===== src/rtl/cbs_pkg.sv =====
package cbs_pkg;

  // Output phase of one store, decided from its pins and exhaustion state.
  typedef enum logic [1:0] {
    PH_IDLE   = 2'd0,
    PH_RESET  = 2'd1,
    PH_ACTIVE = 2'd2,
    PH_SPENT  = 2'd3
  } cbs_phase_e;

  // Address arithmetic kept here so the counter and any reader agree.
  function automatic logic [31:0] cbs_step(input logic [31:0] a);
    return a + 32'd1;
  endfunction

  function automatic logic cbs_at_end(input logic [31:0] a, input logic [31:0] depth);
    return a == (depth - 32'd1);
  endfunction

endpackage


===== src/rtl/cbs_counter.sv =====
module cbs_counter
  import cbs_pkg::*;
#(
  parameter int DEPTH = 64,
  parameter int AW    = $clog2(DEPTH)
) (
  input  logic          clk,
  input  logic          clr,
  input  logic          adv,
  output logic [AW-1:0] addr,
  output logic          spent,
  output logic          step_ev,
  output logic          wrap_ev
);

  logic at_end;

  assign at_end  = cbs_at_end(32'(addr), 32'(DEPTH));
  assign step_ev = adv & ~spent & ~at_end;
  assign wrap_ev = adv & ~spent & at_end;

  always_ff @(posedge clk) begin
    if (clr) begin
      addr  <= '0;
      spent <= 1'b0;
    end else begin
      if (step_ev) addr  <= AW'(cbs_step(32'(addr)));
      if (wrap_ev) spent <= 1'b1;
    end
  end

endmodule


===== src/rtl/cbs_store.sv =====
module cbs_store #(
  parameter int DEPTH = 64,
  parameter int AW    = $clog2(DEPTH)
) (
  input  logic             clk,
  input  logic             we,
  input  logic [AW-1:0]    waddr,
  input  logic             wbit,
  input  logic [AW-1:0]    raddr,
  output logic             rbit,
  output logic [DEPTH-1:0] image
);

  logic [DEPTH-1:0] mem;

  always_ff @(posedge clk) begin
    if (we && (32'(waddr) < 32'(DEPTH))) mem[waddr] <= wbit;
  end

  assign rbit  = mem[raddr];
  assign image = mem;

endmodule


===== src/rtl/cbs_pins.sv =====
module cbs_pins
  import cbs_pkg::*;
#(
  parameter bit RST_ACTIVE_HIGH = 1'b1
) (
  input  logic rst_oe,
  input  logic ce_n,
  input  logic spent,
  output logic rst_act,
  output logic adv,
  output logic dout_en,
  output logic ceo_n,
  output logic standby
);

  cbs_phase_e phase;

  generate
    if (RST_ACTIVE_HIGH) begin : g_rst_high
      assign rst_act = rst_oe;
    end else begin : g_rst_low
      assign rst_act = ~rst_oe;
    end
  endgenerate

  always_comb begin
    if (ce_n)         phase = PH_IDLE;
    else if (rst_act) phase = PH_RESET;
    else if (spent)   phase = PH_SPENT;
    else              phase = PH_ACTIVE;
  end

  assign adv     = (phase == PH_ACTIVE);
  assign dout_en = (phase == PH_ACTIVE);
  assign ceo_n   = (phase != PH_SPENT);
  assign standby = ce_n;

endmodule


===== src/rtl/cfg_bitstore.sv =====
module cfg_bitstore #(
  parameter int DEPTH           = 64,
  parameter bit RST_ACTIVE_HIGH = 1'b1,
  localparam int AW             = $clog2(DEPTH)
) (
  input  logic          clk,
  input  logic          rst_oe,
  input  logic          ce_n,
  input  logic          wr_en,
  input  logic [AW-1:0] wr_addr,
  input  logic          wr_bit,
  output logic          dout,
  output logic          dout_en,
  output logic          ceo_n,
  output logic          standby
);

  logic             rst_act;
  logic             adv;
  logic             spent;
  logic             step_ev;
  logic             wrap_ev;
  logic             wr_ok;
  logic [AW-1:0]    addr;
  logic [DEPTH-1:0] image;

  // Loading is only allowed while the store is held in reset.
  assign wr_ok = wr_en & rst_act;

  cbs_pins #(.RST_ACTIVE_HIGH(RST_ACTIVE_HIGH)) u_pins (
    .rst_oe  (rst_oe),
    .ce_n    (ce_n),
    .spent   (spent),
    .rst_act (rst_act),
    .adv     (adv),
    .dout_en (dout_en),
    .ceo_n   (ceo_n),
    .standby (standby)
  );

  cbs_counter #(.DEPTH(DEPTH), .AW(AW)) u_counter (
    .clk     (clk),
    .clr     (rst_act),
    .adv     (adv),
    .addr    (addr),
    .spent   (spent),
    .step_ev (step_ev),
    .wrap_ev (wrap_ev)
  );

  cbs_store #(.DEPTH(DEPTH), .AW(AW)) u_store (
    .clk   (clk),
    .we    (wr_ok),
    .waddr (wr_addr),
    .wbit  (wr_bit),
    .raddr (addr),
    .rbit  (dout),
    .image (image)
  );

endmodule


===== config.mk =====
export PLATFORM = sky130hd
export DESIGN_NAME = cfg_bitstore
export DESIGN_NICKNAME = d
export VERILOG_FILES = /design/src/rtl/cbs_pkg.sv /design/src/rtl/cbs_counter.sv /design/src/rtl/cbs_store.sv /design/src/rtl/cbs_pins.sv /design/src/rtl/cfg_bitstore.sv
export SDC_FILE = /design/constraint.sdc
export NUM_CORES = 1
export LEC_CHECK = 0
export ABC_AREA = 1
export BUFFER_PORTS_ARGS = -buffer_cell sky130_fd_sc_hd__buf_2
export CORE_MARGIN = 1.5
export CORE_UTILIZATION = 50
export DETAILED_ROUTE_END_ITERATION = 8
export GPL_TIMING_DRIVEN = 0
export PLACE_DENSITY = 0.74
export RECOVER_POWER = 100
export SYNTH_ARGS = -nofsm -noshare
export SYNTH_HDL_FRONTEND = slang
export SYNTH_SLANG_ARGS = --single-unit

===== constraint.sdc =====
create_clock -name clk -period 3 [get_ports clk]
set_input_delay 0.15 -clock clk [delete_from_list [all_inputs] [get_ports clk]]
set_output_delay 0.15 -clock clk [all_outputs]
set_load 0.02 [all_outputs]

# ---- After elaboration in Yosys (flattened, before gate mapping)
# Index checks and enable logic that the tools add are counted.
dict set report classes {
  mux 8
  n_lt_le_gt_ge 3
  n_reduce_logical 1
  bitwise_logic 6
  add_sub_neg 1
  eq_ne 3
}
# cell n
set op_table {}
lappend op_table {{bitwise mux 64 bit} 1}
lappend op_table {{< comparator 6 x 7 -> 1 bit (second input constant)} 2}
lappend op_table {{adder 6 x 1 -> 6 bit (second input constant)} 1}
lappend op_table {{binary-select mux 1 bit (select 6 bit)} 1}
lappend op_table {{demux 1 bit (select 6 bit)} 1}
lappend op_table {{== test 6 bit (second input constant)} 1}
lappend op_table {{greater-or-equal comparator 6 x 1 -> 1 bit (second input constant)} 1}
lappend op_table {{AND 1 bit} 4}
lappend op_table {{2-to-1 mux 2 bit} 2}
lappend op_table {{2-to-1 mux 1 bit} 3}
lappend op_table {{== test 2 bit (second input constant)} 1}
lappend op_table {{inequality test 2 bit (second input constant)} 1}
lappend op_table {{inverter 1 bit} 2}
lappend op_table {{logical AND 1 bit} 1}
dict set report totals {
  output_inout_bits 4
  regBits 71
  inputBits 11
  word_cells 25
}

# ---- Longest topological paths before layout
dict set report depth {
  word_depth 6
  mapped_depth 14
  ltp_nobuf 12
}

# ---- Cells and area by module
# From an unflattened synthesis, not the netlist that was laid out.
dict set report unflattened {
  hier_cells 374
  area_unflattened_um2 3454.6
}
# module seq_area_each_um2 n_inst area_each_um2 cells_each
set by_module_without_submodules {}
lappend by_module_without_submodules {cbs_store 1921.8 1 3014.1 307}
lappend by_module_without_submodules {cbs_counter 140.1 1 387.9 57}
lappend by_module_without_submodules {cbs_pins 0.0 1 45.0 8}
lappend by_module_without_submodules {cfg_bitstore 0.0 1 7.5 2}

# ---- Least setup slack after synthesis
# Ideal clock, no wire load.
dict set report synth_path {
  kind {flip-flop to output port}
  startpoint {register u_counter.addr[0]}
  endpoint {output port dout}
  arrival_ps 1219
  path_buffers 2
  path_stages_with_launch 15
  setup_slack_ps 1631
  cell_sequence {dfxtp_1 > buf_6 > inv_6 > buf_6 > nand2_1 > nand3_1 > nand2_1 > nand2_1 > nand2_1 > inv_1 > nand2_1 > nand2_1 > nand2_1 > inv_1 > nand2_1}
}
dict set report synth_between {
  elab_chain_len 2
}
# item line
set synth_lines {}
lappend synth_lines {{from (decl)} cbs_counter.sv:10} ;# output logic [AW-1:0] addr,
lappend synth_lines {{from (signal assigned)} cbs_counter.sv:27} ;# if (step_ev) addr <= AW'(cbs_step(32'(addr)));
lappend synth_lines {{binary-select mux 1 bit (select 6 bit)} cbs_store.sv:20} ;# assign rbit = mem[raddr];
lappend synth_lines {{2-to-1 mux 1 bit (not written as such)} cbs_store.sv:20}
lappend synth_lines {{to (decl)} cfg_bitstore.sv:12} ;# output logic dout,
# Every way passes these cells. The select of a mux whose other input is x is not followed.

# ---- Worst setup path after layout
dict set report layout_path {
  startpoint {register u_counter.addr[1]}
  endpoint {output port dout}
}
# The elaborated chain is that of the path after synthesis.

==> qor.csv <==
metric,value,unit
DR vias,2679,
largest net degree at the start of global routing,65,
worst slew margin relative to its limit,-51.51,%
"FFs w/ async S/R, synth",0,%
run status,finished with violations,
drt pass-1 iters,5,
reg-to-reg startpoint,u_counter.addr[1],
CTS resizes,0,
FMAX,415.4,MHz
io pins,15,
vias in the first global route,2523,
startpoint of the worst hold path,rst_oe,
Synth Register Bits,71,
initial antenna violation count,0,
Buffers on Ports,14,
Setup crit start kind,flip-flop,
Hold Crit Depth,2,
Mapped Area,0.003445,mm²
clock latency on the worst-skew pair,0.35,ns
clk sink count,71,
ant diodes,0,
CP Data Arrival Time,2.26,ns
syn_nets,396,
cell leakage power,1.494,nW
dpl hpwl,4971,µm
critical setup path kind,flip-flop to output pin,
PD cells,534.9,mW/mm²
DP Worst Slack,1.261,ns
Clock Tree Buf Depth,2,
Setup crit end kind,output pin,
total CTS buffers,9,
Area Overhead vs Synth,10.35,%
Starting Density,51.27,%
post-CTS setup buffer count,0,
Die Ht,86,µm
Hold Crit Class,input port to flip-flop,
peak supply drop,0.0003323,V
minimum clock period,2.407,ns
number of synthesized flops with an enable pin,64,
Fin. Hold Viols,0,
yosys warns,0,
# DRC,0,
"Req. time, crit path",2.85,ns
final net count,421,
final WL,7691,µm
setup TNS,0,ns
Syn Area/Cell,8.970,µm²
R2R cell count,7,
total core area,0.006719,mm²
Clock Root Buffer,clkbuf_8,
global-route wire length before repair,12230,µm
Slew Limit Fails,65,
hold endpoint,u_counter.addr[4],
fraction of layout cells with a size suffix above 1,9.662,%
Most used DFF post-synth,edfxtp_1,
CTS HTree Levels,3,
Power Total,2.033,mW
GPL Wtd Cong,0.8410,
worst-path maximum fanout,10,
Std-Cell Rows,30,
FF-to-FF End,u_counter.addr[5],
Final Setup Violations,0,
Cell variety after synth,24,
GR Overflow Total,0,
CTS tree,built,
GRT Overall Usage,22.57,%
Max Cap Violations,1,
hold buffer count at CTS,0,
clock transition at the registers of the reported paths,0.08,ns
Via density,5.423,
DRT iter0 DRCs,238,
worst setup margin,0.5929,ns
Die Width,86,µm
final period utilization,80.24,%
register area share after synthesis,59.86,%
Util after Layout,56.57,%
r2r setup slk,1.28,ns
DIE AREA,0.007396,mm²
fillcell total,618,
worst slew pin tran,2.273,ns
synthesized instance count,384,
RSZ-0062 raised after global routing,no,
DR WL/cell,15.57,µm
Final ANT Viol Nets,0,
failing checks,"max-capacitance violations, max-slew violations",
clk_skew,0.008829,ns
==> cells in the mapped netlist (2+ instances only) <==
cell	instances	share of area (%)
a21oi_1	6	0.87
buf_4	3	0.65
buf_6	8	2.6
dfxtp_1	7	4.1
edfxtp_1	64	56
inv_1	41	4.5
inv_2	2	0.22
nand2_1	91	9.9
nand3_1	46	6.7
nand4_1	2	0.36
nor2_1	88	9.6
o21ai_0	13	1.9
o21ai_1	2	0.29
==> how the worst max path moves through the flow <==
stage | startpoint | end | slack (ns) | cells past startpoint
2_1_floorplan | u_counter.addr[0] | dout | 1.63 | 14
3_3_place_gp | u_counter.addr[1] | dout | 1.26 | 9
3_5_place_dp | u_counter.addr[1] | dout | 1.26 | 9
4_1_cts | u_counter.addr[1] | dout | 0.85 | 9
5_1_grt | u_counter.addr[1] | dout | 0.43 | 9
6_report | u_counter.addr[1] | dout | 0.59 | 9
==> area by class of cell <==
cell class	count	area [µm²]	area share, %
flip-flops and latches	71	2062	54.25
multi-input cells	257	1085	28.54
inverters	44	170.2	4.477
clock buffers	9	123.9	3.259
plain buffers	12	116.4	3.061
well taps	80	100.1	2.633
clock inverters	7	80.08	2.107
repair buffers	14	63.81	1.679
==> report_power, final <==
part / switching [mW] / leakage, nW / internal (mW)
combinational: 0.116 / 0.765 / 0.0523
clock: 0.389 / 0.0964 / 0.392
sequential: 0.00212 / 0.632 / 1.08
total: 0.507 / 1.49 / 1.53
==> worst max-delay path, cell delays in order, from the launching register on <==
cell	delay, ns
dfxtp_1	0.35
buf_6	0.15
clkbuf_1	0.47
o21ai_0	0.17
o21ai_0	0.27
a21oi_1	0.11
nand2_1	0.08
nand3_1	0.06
nand2_1	0.09
buf_2	0.17
==> cells in the final DEF (no fill, tap or decap), drive strengths merged <==
cell	synthesis	final
nand2	92	92
nor2	90	90
edfxtp	64	64
nand3	46	46
inv	44	46
buf	12	20
o21ai	15	15
clkbuf	0	15
dfxtp	7	7
a21oi	6	6
nand4	2	2
clkinv	0	2
clkinvlp	0	2
or2	1	1
a21boi	1	1
nor4	1	1
nor3	1	1
and3	1	1
ha	1	1
bufinv	0	1
==> per-layer routing <==
metal | track usage [%] | wire length, µm
met3 | 3.369 | 499
met5 | 0 | 0
met4 | 14.22 | 259
met2 | 35.15 | 3523
met1 | 29.74 | 3408
==> sequential cells by signal, summed over array words and instances, names as in the netlist <==
register         count
u_counter.addr       6
u_store.image       64
u_counter.spent      1
==> cell families (layout without fill, tap and decap cells) <==
| group | after synthesis | after routing | synth area share [%] |
|---|---|---|---|
| AND/OR/NAND/NOR | 234 | 234 | 28.15 |
| buffers and inverters | 56 | 86 | 8.355 |
| AO/OA/AOI/OAI | 22 | 22 | 3.269 |
| adder cells (fa/ha/maj) | 1 | 1 | 0.3632 |
| flip-flops | 71 | 71 | 59.86 |
==> per-stage QoR <==
stage	cell area [µm²]	cells	hold WS, ns
floorplan	3445	384	0.2293
global placement	3615	478	0.3710
detailed placement	3615	478	0.3859
CTS	3819	494	0.008846
global route	3801	494	0.1051
finish	3801	494	0.09906
Power figures use the tool's default switching activity.
